File: src/rtl/rstGlitchPkg.sv
package rstGlitchPkg;

  typedef enum logic [1:0] {
    GD_IDLE  = 2'd0,
    GD_COUNT = 2'd1,
    GD_ARMED = 2'd2,
    GD_HELD  = 2'd3
  } gdState_e;

  // strobes from control to datapath
  typedef struct packed {
    logic cntClr;
    logic cntInc;
    logic setFlag;
    logic longClr;
    logic accept;
  } gdStrobe_t;

  // counter status from datapath to control
  typedef struct packed {
    logic armReach;
    logic longReach;
  } gdStatus_t;

endpackage

File: src/rtl/rstGlitchSync.sv
module rstGlitchSync #(
  parameter int STAGES = 2
) (
  input  logic clk,
  input  logic rstN,
  input  logic dIn,
  output logic dOut
);

  logic [STAGES-1:0] stage;

  genvar i;
  generate
    for (i = 0; i < STAGES; i++) begin : g_stage
      if (i == 0) begin : g_first
        always_ff @(posedge clk or negedge rstN) begin
          if (!rstN) stage[0] <= 1'b1;
          else       stage[0] <= dIn;
        end
      end else begin : g_next
        always_ff @(posedge clk or negedge rstN) begin
          if (!rstN) stage[i] <= 1'b1;
          else       stage[i] <= stage[i-1];
        end
      end
    end
  endgenerate

  assign dOut = stage[STAGES-1];

endmodule

File: src/rtl/rstGlitchData.sv
module rstGlitchData
  import rstGlitchPkg::*;
#(
  parameter int SHORT_LIMIT = 2,
  parameter int LONG_LIMIT  = 10,
  parameter int SYNC_STAGES = 2
) (
  input  logic      clk,
  input  logic      rstN,
  input  logic      pinRawN,
  input  logic      flagClr,
  input  gdStrobe_t strb,
  output logic      pinAsserted,
  output gdStatus_t stat,
  output logic      glitchFlag,
  output logic      accept
);

  localparam int CNT_W = $clog2(LONG_LIMIT + 1);
  localparam logic [CNT_W-1:0] CNT_MAX  = CNT_W'(LONG_LIMIT);
  localparam logic [CNT_W-1:0] ARM_AT   = CNT_W'(SHORT_LIMIT);
  localparam logic [CNT_W-1:0] LONG_PRE = CNT_W'(LONG_LIMIT - 1);

  logic pinSyncN;
  logic [CNT_W-1:0] holdCnt;

  rstGlitchSync #(.STAGES(SYNC_STAGES)) uSync (
    .clk  (clk),
    .rstN (rstN),
    .dIn  (pinRawN),
    .dOut (pinSyncN)
  );

  assign pinAsserted = ~pinSyncN;

  // saturating count of consecutive asserted cycles
  always_ff @(posedge clk or negedge rstN) begin
    if (!rstN)                               holdCnt <= '0;
    else if (strb.cntClr)                    holdCnt <= '0;
    else if (strb.cntInc && holdCnt != CNT_MAX) holdCnt <= holdCnt + 1'b1;
  end

  // the current edge would be the (SHORT_LIMIT+1)th / LONG_LIMITth asserted cycle
  assign stat.armReach  = (holdCnt >= ARM_AT);
  assign stat.longReach = (holdCnt == LONG_PRE);

  // sticky flag: detection has priority over any clear
  always_ff @(posedge clk or negedge rstN) begin
    if (!rstN)                          glitchFlag <= 1'b0;
    else if (strb.setFlag)              glitchFlag <= 1'b1;
    else if (flagClr || strb.longClr)   glitchFlag <= 1'b0;
  end

  always_ff @(posedge clk or negedge rstN) begin
    if (!rstN) accept <= 1'b0;
    else       accept <= strb.accept;
  end

endmodule

File: src/rtl/rstGlitchCtrl.sv
module rstGlitchCtrl
  import rstGlitchPkg::*;
(
  input  logic      clk,
  input  logic      rstN,
  input  logic      pinAsserted,
  input  logic      resetBusy,
  input  gdStatus_t stat,
  output gdStrobe_t strb
);

  gdState_e state, stateNext;

  always_ff @(posedge clk or negedge rstN) begin
    if (!rstN) state <= GD_IDLE;
    else       state <= stateNext;
  end

  always_comb begin
    stateNext = state;
    strb      = '0;
    unique case (state)
      GD_IDLE: begin
        if (pinAsserted && resetBusy) begin
          strb.cntClr = 1'b1;
          stateNext   = GD_HELD;
        end else if (pinAsserted) begin
          strb.cntInc = 1'b1;
          stateNext   = GD_COUNT;
        end else begin
          strb.cntClr = 1'b1;
        end
      end
      GD_COUNT: begin
        if (resetBusy || !pinAsserted) begin
          strb.cntClr = 1'b1;
          stateNext   = pinAsserted ? GD_HELD : GD_IDLE;
        end else begin
          strb.cntInc = 1'b1;
          if (stat.armReach) stateNext = GD_ARMED;
        end
      end
      GD_ARMED: begin
        if (resetBusy) begin
          strb.cntClr = 1'b1;
          stateNext   = pinAsserted ? GD_HELD : GD_IDLE;
        end else if (!pinAsserted) begin
          strb.cntClr  = 1'b1;
          strb.setFlag = 1'b1;
          stateNext    = GD_IDLE;
        end else if (stat.longReach) begin
          strb.cntInc  = 1'b1;
          strb.accept  = 1'b1;
          strb.longClr = 1'b1;
          stateNext    = GD_HELD;
        end else begin
          strb.cntInc = 1'b1;
        end
      end
      GD_HELD: begin
        if (!pinAsserted) begin
          strb.cntClr = 1'b1;
          stateNext   = GD_IDLE;
        end else begin
          strb.cntInc = 1'b1;
        end
      end
      default: stateNext = GD_IDLE;
    endcase
  end

endmodule

File: src/rtl/rstGlitchDet.sv
module rstGlitchDet
  import rstGlitchPkg::*;
#(
  parameter int SHORT_LIMIT = 2,
  parameter int LONG_LIMIT  = 10,
  parameter int SYNC_STAGES = 2
) (
  input  logic clk,
  input  logic rstN,
  input  logic pinRawN,
  input  logic resetBusy,
  input  logic flagClr,
  output logic glitchFlag,
  output logic pinResetAccepted
);

  gdStrobe_t strb;
  gdStatus_t stat;
  logic      pinAsserted;

  rstGlitchData #(
    .SHORT_LIMIT (SHORT_LIMIT),
    .LONG_LIMIT  (LONG_LIMIT),
    .SYNC_STAGES (SYNC_STAGES)
  ) uData (
    .clk         (clk),
    .rstN        (rstN),
    .pinRawN     (pinRawN),
    .flagClr     (flagClr),
    .strb        (strb),
    .pinAsserted (pinAsserted),
    .stat        (stat),
    .glitchFlag  (glitchFlag),
    .accept      (pinResetAccepted)
  );

  rstGlitchCtrl uCtrl (
    .clk         (clk),
    .rstN        (rstN),
    .pinAsserted (pinAsserted),
    .resetBusy   (resetBusy),
    .stat        (stat),
    .strb        (strb)
  );

endmodule

File: config.mk
export PLATFORM = sky130hd
export DESIGN_NAME = rstGlitchDet
export DESIGN_NICKNAME = d
export VERILOG_FILES = /design/src/rtl/rstGlitchPkg.sv /design/src/rtl/rstGlitchSync.sv /design/src/rtl/rstGlitchData.sv /design/src/rtl/rstGlitchCtrl.sv /design/src/rtl/rstGlitchDet.sv
export SDC_FILE = /design/constraint.sdc
export NUM_CORES = 1
export LEC_CHECK = 0
export BUFFER_PORTS_ARGS = -buffer_cell sky130_fd_sc_hd__buf_2
export CAP_MARGIN = 40
export CORE_AREA = 4 4 41 43
export CTS_CLUSTER_DIAMETER = 60
export DETAILED_ROUTE_END_ITERATION = 8
export DIE_AREA = 0 0 45 47
export PLACE_DENSITY = 0.52
export RECOVER_POWER = 100
export SLEW_MARGIN = 20
export SYNTH_ARGS = -nofsm -noshare
export SYNTH_HDL_FRONTEND = slang
export SYNTH_SLANG_ARGS = --single-unit
File: constraint.sdc
create_clock -name clk -period 1.7 [get_ports clk]
set_input_delay 0.085 -clock clk [delete_from_list [all_inputs] [get_ports clk]]
set_output_delay 0.085 -clock clk [all_outputs]
set_load 0.02 [all_outputs]
* Word level (Yosys, flattened, before mapping)
Index checks and enable logic that the tools add are counted.
** Word-level totals
- Register bits :: 10
- Input bits :: 5
- Word-level logic and storage cells :: 52
** Cells by class
- $add $sub $neg :: 1
- Magnitude comparators :: 1
- Eq/ne operators :: 9
- Multiplexer cells :: 26
- Bitwise operators :: 1
- Reduce and logical (&&, ||, !) cells :: 8
** Operators with widths (number)
- $mux 2 :: 11
- $pmux 2 s4 :: 2
- $mux 4 :: 3
- $mux 1 :: 9
- $ne 4x4->1 const B :: 2
- $ne 3x2->1 const B :: 2
- $add 4x1->4 const B :: 1
- $eq 2x2->1 const B :: 2
- $eq 4x4->1 const B :: 1
- $ge 4x2->1 const B :: 1
- $reduce_and 4->1 :: 1
- $reduce_bool 2->1 :: 2
- $mux 3 :: 1
- $eq 2x1->1 const B :: 1
- $logic_and 1x1->1 :: 2
- $logic_not 2->1 :: 1
- $logic_or 1x1->1 :: 2
- $ne 2x2->1 const B :: 1
- $not 1->1 :: 1

* Longest topological paths before layout
Gate-level depths: netlist (run 1).
- Depth after elaboration :: 8
- Gate-level depth with buffers :: 5

* Hierarchy
From an unflattened synthesis (run 1), not the netlist that was laid out.
** Second synthesis, totals
- Cell total of the unflattened synthesis :: 47
- Area total of the unflattened synthesis :: 508.0 sq um
** By module, submodules not included
- rstGlitchData :: times used 1, cells an instance 31, area an instance 321.6 sq um
- rstGlitchCtrl :: times used 1, cells an instance 14, area an instance 133.9 sq um
- rstGlitchSync :: times used 1, cells an instance 2, area an instance 52.6 sq um

* Worst setup path before layout (run 1)
OpenSTA, ideal clock, no wires.
- Path kind :: reg-to-reg
- Start :: register uData.holdCnt[1]
- End :: register uData.glitchFlag
- Setup time :: 0.121 ns
- Data arrival time :: 1.078 ns
- Data required time :: 1.579 ns
- Path slack :: 0.501 ns
- Cell stages (with the launch flop) :: 6
- Path buffers :: 0
- Period minus slack after synthesis :: 1.199 ns
- Cells stage by stage :: dfrtp_1 > inv_1 > ha_1 > nand3b_1 > nand2b_1 > a32o_2
** On the way
- Cells in the longest elaborated chain, start to end :: 7
** RTL lines
- start: declaration :: RTL line rstGlitchData.sv:25 : logic [CNT_W-1:0] holdCnt;
- start signal: assignment :: RTL line rstGlitchData.sv:40 : else if (strb.cntInc && holdCnt != CNT_MAX) holdCnt <= holdCnt + 1'b1;
- $eq 4x4->1 :: RTL line rstGlitchData.sv:45 : assign stat.longReach = (holdCnt == LONG_PRE);
- $mux 2 :: RTL line rstGlitchCtrl.sv:51 : end else if (stat.longReach) begin
- $mux 2 :: RTL line rstGlitchCtrl.sv:47 : end else if (!pinAsserted) begin
- $mux 4 :: RTL line rstGlitchCtrl.sv:44 : if (resetBusy) begin
- $mux 3 :: RTL line rstGlitchCtrl.sv:22 : unique case (state)
- $logic_or 1x1->1 :: RTL line rstGlitchData.sv:51 : else if (flagClr || strb.longClr) glitchFlag <= 1'b0;
- $reduce_bool 2->1 (no line)
- end signal: assignment :: RTL line rstGlitchData.sv:49 : if (!rstN) glitchFlag <= 1'b0;
- end signal: assignment :: RTL line rstGlitchData.sv:50 : else if (strb.setFlag) glitchFlag <= 1'b1;
- end signal: assignment :: RTL line rstGlitchData.sv:51
- end: declaration :: RTL line rstGlitchData.sv:15 : output logic glitchFlag,
Every way passes these cells.
A chain may end at the register's enable or synchronous reset.

* Final worst setup path (run 1)
Same ends and word-level chain as after synthesis.

==> reports/results.txt, run 1 <==
Slew Limit Headroom - 65.3%
via count of the first global-routing pass - 325
number of top-level pins - 7
chip width - 45 um
P_int - 0.000405 W
Req. time, crit path - 1860 ps
initial antenna violation count - 0
Total GRT Usage - 10.2%
worst path cell trace - inv_1 > ha_1 > nand3b_1 > nand2b_1 > a32o_2
total CTS buffers - 3
combinational group share of total power - 8.9%
Post-synth EDFFs - 0
number of standard cells in the final layout excluding fillers - 69
Hold Slack - 144 ps
Worst setup EP type - flop
Crit Path Category - flop to flop
setup bufs post-CTS - 0
vias per cell - 4.94
Startpoint Class - flop
Mapped Nets - 50
largest net degree at the start of global routing - 11
global-route wire length before repair - 1.44 mm
hpwl dp - 640 um
fin crit period - 1310 ps
# nets final - 63
Via Count - 341
# Max-Cap Violations - 0
core box area - 1300 um^2
clock latency on the worst-skew pair - 270 ps
final hold vios - 0
1st-pass router iterations - 4
Syn. warnings - 0
Worst-Margin Slew - 521 ps
Register Area - 253 um^2
Critical Path AT - 1470 ps
peak supply drop - 0.000296 V
CP top delay family - flip-flops
Distinct cells, synth - 22
CTS H-Tree Depth - 1
Max stage delay on crit path - 450 ps
DR WL/cell - 12.0 um
area grow syn2layout - 21.5%
Fin Setup TNS - 0 ps
crit-path max FO - 6
Crit-path slowest cell - dfrtp_1
Reg power frac - 50.6%
# placed instances - 63
Fin Clk Skew - 1.45 ps
clock root buffer - clkbuf_4
Diodes inserted - 0
TritonCTS clock tree - built
FF+latch count, synth - 10
asr flop ratio synth - 100%
outcome - completed
# hold bufs at CTS - 2
RSZ-0062 raised after global routing - false
Sw Share - 22.5%
Pwr Density - 913 nW/um^2
post-synthesis sequential area ratio - 53.6%
total grt overflow - 0
drt drc - 0
Hold Path Class - input pin to flop
cell taking the most area after synthesis - dfrtp_1
Placer Congestion - 0.743
synthesized area - 472 um^2
Clk network pwr share - 40.5%
DRT iter0 DRCs - 1
Most used DFF post-synth - dfrtp_1
fin. max-slew vios - 0
clk sinks - 10
die area - 2120 um^2
DRT antenna net count - 0
Routed WL - 829 um
setup violators final - 0
Total Power - 0.000523 W
ranking of synthesized cells by area - dfrtp_1 42%, dfstp_2 11%, ha_1 8.0%
FMAX - 763 MHz
multi-input logic area - 208 um^2
NetSw - 0.000118 W
FP Rows - 13
Leak - 0.259 nW
Initial Util - 36.2%
# port buffers - 6
Yosys top cell area share - 42.4%
clock buffer depth - 2
Layout fillers - 126
Clk pin slew, worst setup/hold paths - 60 ps
die height - 47 um
post-CTS resize count - 0
Buffers & Inverters on Critical Path - 1
Avg Inst Size Synth - 11.2 um^2
period utilization - 77.1%
gate count after technology mapping - 42
share of cells above drive strength 1 - 24.1%
## kinds of logic after synthesis
group / Yosys count / share of synthesized area (%)
simple gates: 16 / 18.0
flops: 10 / 53.6
buf+inv: 3 / 2.39
compound gates: 7 / 12.2
fa+ha+maj: 3 / 7.96
xor+xnor: 2 / 3.71
mux: 1 / 2.12
## metal layers
layer	part of all wire (%)	global-route usage [%]	vias to the layer above
met5	0	0	-
met2	51	15.3	8
met4	2.7	8.77	0
met1	41	11.6	164
met3	5.5	3.45	2
li1	-	-	167
## layout make-up
type	instances	area share, %
Sequential cell	10	44.1
Inverter	3	1.97
Clock buffer	4	6.33
Multi-Input combinational cell	29	36.2
Tap cell	15	3.28
Timing Repair Buffer	8	8.08
## sequential cells by signal (all words and copies together) (netlist names)
register           cells
uData.uSync.dOut       1
uCtrl.state            2
uData.accept           1
uData.uSync.stage      1
uData.glitchFlag       1
uData.holdCnt          4
## Yosys cell counts (2+ instances only)
cell type  instances
nand3b_1           2
dfstp_2            2
inv_1              3
dfrtp_1            8
nand2_1            2
nor2_1             7
ha_1               3
## power by group through the flow
stage / Combinational [W] / Clock (W) / Sequential [W]
after CTS: 0.0000484 / 0.000225 / 0.000265
after detailed placement: 0.0000448 / 0 / 0.000269
after global routing: 0.0000532 / 0.000236 / 0.000267
final: 0.0000467 / 0.000212 / 0.000264
after floorplan: 0.0000266 / 0 / 0.000268
after global placement: 0.0000435 / 0 / 0.000268
## layout by cell type, fill, tap and decap left out, types with 2 or more instances in the layout
master         count
buf_2              3
clkbuf_1           3
clkbuf_4           3
dfrtp_1            8
dfstp_2            2
dlygate4sd3_1      2
ha_1               3
inv_1              3
nand2_1            2
nand3b_1           2
nor2_1             7
## tightest hold or removal path, cell delays in order
cell and delay, ps:
buf_2 90, inv_1 40, a32o_2 150
## through the flow
| stage | setup slack (ps) | util [%] | cell area, um^2 |
|---|---|---|---|
| 2_1_floorplan | 501 | - | 472 |
| 3_3_place_gp | 447 | 40.0 | 520 |
| 3_5_place_dp | 393 | 40.0 | 520 |
| 4_1_cts | 382 | 44.3 | 577 |
| 6_report | 389 | 44.0 | 573 |
| 5_1_grt | 236 | 44.0 | 573 |
## path summary, 6_finish.rpt
kind,slack [ps],end,depth (start not counted),from
worst min register to register,360,uData.uSync.dOut$_DFF_PN1_,0,uData.uSync.stage[0]$_DFF_PN1_
min in group asynchronous,300,uData.holdCnt[1]$_DFFE_PN0P_,2,rstN
max in group asynchronous,1040,uData.uSync.stage[0]$_DFF_PN1_,2,rstN
worst max register to register,390,uData.glitchFlag$_DFFE_PN0P_,5,uData.holdCnt[1]$_DFFE_PN0P_
worst max-delay path,390,uData.glitchFlag$_DFFE_PN0P_,5,uData.holdCnt[1]$_DFFE_PN0P_
worst min-delay path,140,uData.glitchFlag$_DFFE_PN0P_,3,flagClr
No activity file was read; power rests on OpenSTA's default activity.
==> inputs of run 2 (changes only) <==
--- a/config.mk
+++ b/config.mk
@@ -11,7 +11,7 @@
 export CTS_CLUSTER_DIAMETER = 60
 export DETAILED_ROUTE_END_ITERATION = 8
 export DIE_AREA = 0 0 45 47
-export PLACE_DENSITY = 0.52
+export PLACE_DENSITY = 0.54
 export RECOVER_POWER = 100
 export SLEW_MARGIN = 20
 export SYNTH_ARGS = -nofsm -noshare
==> constraint.sdc (replaced) <==
create_clock -name clk -period 1.2 [get_ports clk]
set_input_delay 0.06 -clock clk [delete_from_list [all_inputs] [get_ports clk]]
set_output_delay 0.06 -clock clk [all_outputs]
set_load 0.02 [all_outputs]
==> reports/results.txt, run 2 (synthesis results as in run 1) <==
setup violators final - 3 (+3)
largest net degree at the start of global routing - 11 (unchanged)
TritonCTS clock tree - built
Total GRT Usage - 12.1% (+2.0 points)
initial antenna violation count - 0 (unchanged)
Worst-Margin Slew - 544 ps (+22.6 ps)
max reg flops - 4 (unchanged)
FMAX - 776 MHz (+1.7%)
via count of the first global-routing pass - 406 (+25%)
Max stage delay on crit path - 420 ps (-30 ps)
Placer Congestion - 0.748 (+0.71%)
die height - 47 um (unchanged)
DR WL/cell - 13.3 um (+11%)
highest-count cells in the layout ignoring fill and taps - 8 x dfrtp_1, 7 x nor2_1, 5 x buf_4, 4 x buf_2
clock root buffer - clkbuf_4
biggest regs - uData.holdCnt x4, uCtrl.state x2
total grt overflow - 0 (unchanged)
share of cells above drive strength 1 - 40.7% (+17 points)
Critical Path AT - 1440 ps (-30 ps)
Crit Path Category - flop to flop
FP Rows - 13 (unchanged)
# nets final - 68 (+7.9%)
period utilization - 107% (+30 points)
WHS Path Cells - 3 (unchanged)
setup ws final - -88.6 ps (-478 ps)
outcome - complete, but fails checks
worst path cell trace - inv_1 > ha_2 > nand3b_1 > nand2b_4 > a32o_2
Fin Clk Skew - 0.925 ps (-0.521 ps)
Hold Path Class - input pin to flop
clk sinks - 10 (unchanged)
1st-pass router iterations - 2 (-2)
hpwl dp - 769 um (+20%)
# port buffers - 6 (unchanged)
fin. max-slew vios - 0 (unchanged)
failing checks - negative setup slack
global-route wire length before repair - 1.70 mm (+18%)
DRT antenna net count - 0 (unchanged)
Startpoint Class - flop
Slew Limit Headroom - 63.7% (-1.5 points)
DP Area - 543 um^2 (+4.3%)
die area - 2120 um^2 (unchanged)
fin crit period - 1290 ps (-22.3 ps)
Biggest register - uData.holdCnt
Routed WL - 984 um (+19%)
peak supply drop - 0.000367 V (+24%)
clock latency on the worst-skew pair - 270 ps (about the same)
DRT iter0 DRCs - 2 (+1)
number of top-level pins - 7 (unchanged)
final hold vios - 0 (unchanged)
CTS H-Tree Depth - 1 (unchanged)
crit-path max FO - 4 (-2)
Leak - 0.294 nW (+13%)
# Max-Cap Violations - 0 (unchanged)
final instance area - 631 um^2 (+10%)
Hold Slack - 131 ps (-13.3 ps)
Req. time, crit path - 1360 ps (-500 ps)
most common library cell in the layout ignoring fill and taps - dfrtp_1
Pwr Density - 1130 nW/um^2 (+24%)
chip width - 45 um (unchanged)
total CTS buffers - 3 (unchanged)
Via Count - 373 (+9.4%)
Crit-path slowest cell - dfrtp_1
Initial Util - 36.2% (unchanged)
clock buffer depth - 2 (unchanged)
area grow syn2layout - 33.7%
RSZ-0062 raised after global routing - true
Diodes inserted - 0 (unchanged)
R2R cell count - 5 (unchanged)
vias per cell - 5.04 (+2.0%)
drt drc - 0 (unchanged)
Worst setup EP type - flop
core box area - 1300 um^2 (unchanged)
Clk pin slew, worst setup/hold paths - 70 ps (about the same)
==> run 2: layout make-up <==
cell class,instances,area (um^2)
Fill cell,129,671
Sequential cell,10,253
Multi-Input combinational cell,29,236
Timing Repair Buffer,13,85.1
Clock buffer,4,26.3
Tap cell,15,18.8
Inverter,3,11.3
==> run 2: final timing paths <==
check | from | endpoint | slack, ps
max in group asynchronous | rstN | uData.uSync.stage[0]$_DFF_PN1_ | 550
worst max register to register | uData.holdCnt[1]$_DFFE_PN0P_ | uData.glitchFlag$_DFFE_PN0P_ | -90
min in group asynchronous | rstN | uData.holdCnt[0]$_DFFE_PN0P_ | 290
worst min-delay path | flagClr | uData.glitchFlag$_DFFE_PN0P_ | 130
worst min register to register | uData.uSync.stage[0]$_DFF_PN1_ | uData.uSync.dOut$_DFF_PN1_ | 360
worst max-delay path | uData.holdCnt[1]$_DFFE_PN0P_ | uData.glitchFlag$_DFFE_PN0P_ | -90
==> run 2: where the power goes <==
| part | internal (W) | switching (W) | total (W) |
|---|---|---|---|
| Clock | 0.000129 | 0.000119 | 0.000248 |
| Sequential | 0.000356 | 0.0000168 | 0.000373 |
| Combinational | 0.0000485 | 0.0000449 | 0.0000933 |
| Total | 0.000533 | 0.000181 | 0.000714 |
==> run 2: what timing repair did <==
action / 4_1_cts / 5_1_grt
setup buffers: 2 / 0
hold buffers: 2 / 0
resized for setup: 4 / 2
pin swaps: 2 / 0
setup endpoints to repair: 4 / 6
hold endpoints to repair: 11 / 0
==> run 2: layer usage <==
layer	global-route usage, %	wire length [um]	vias to the layer above
met4	8.77	19	0
met3	4.60	47	2
met1	12.0	403	184
li1	-	-	178
met2	20.9	513	9
met5	0	0	-
==> run 2: critical path: cells and delay by family (launching register included) <==
family | cells | cell delay, ps
adders and majority gates | 1 | 150
DFF | 1 | 420
buffers and inverters | 1 | 80
AOI/OAI and AO/OA | 1 | 250
and+or+nand+nor | 2 | 270
==> run 2: through the flow <==
step	total power [W]	std cells	util, %	setup WS, ps	setup TNS [ps]
2_1_floorplan	0.000417	42	-	1.02	0
3_3_place_gp	0.000450	66	41.7	-21.8	-49.9
3_5_place_dp	0.000457	66	41.7	-73.9	-227
4_1_cts	0.000721	74	48.0	-60.3	-158
5_1_grt	0.000748	74	48.5	-128	-536
6_report	0.000714	74	48.5	-88.6	-162
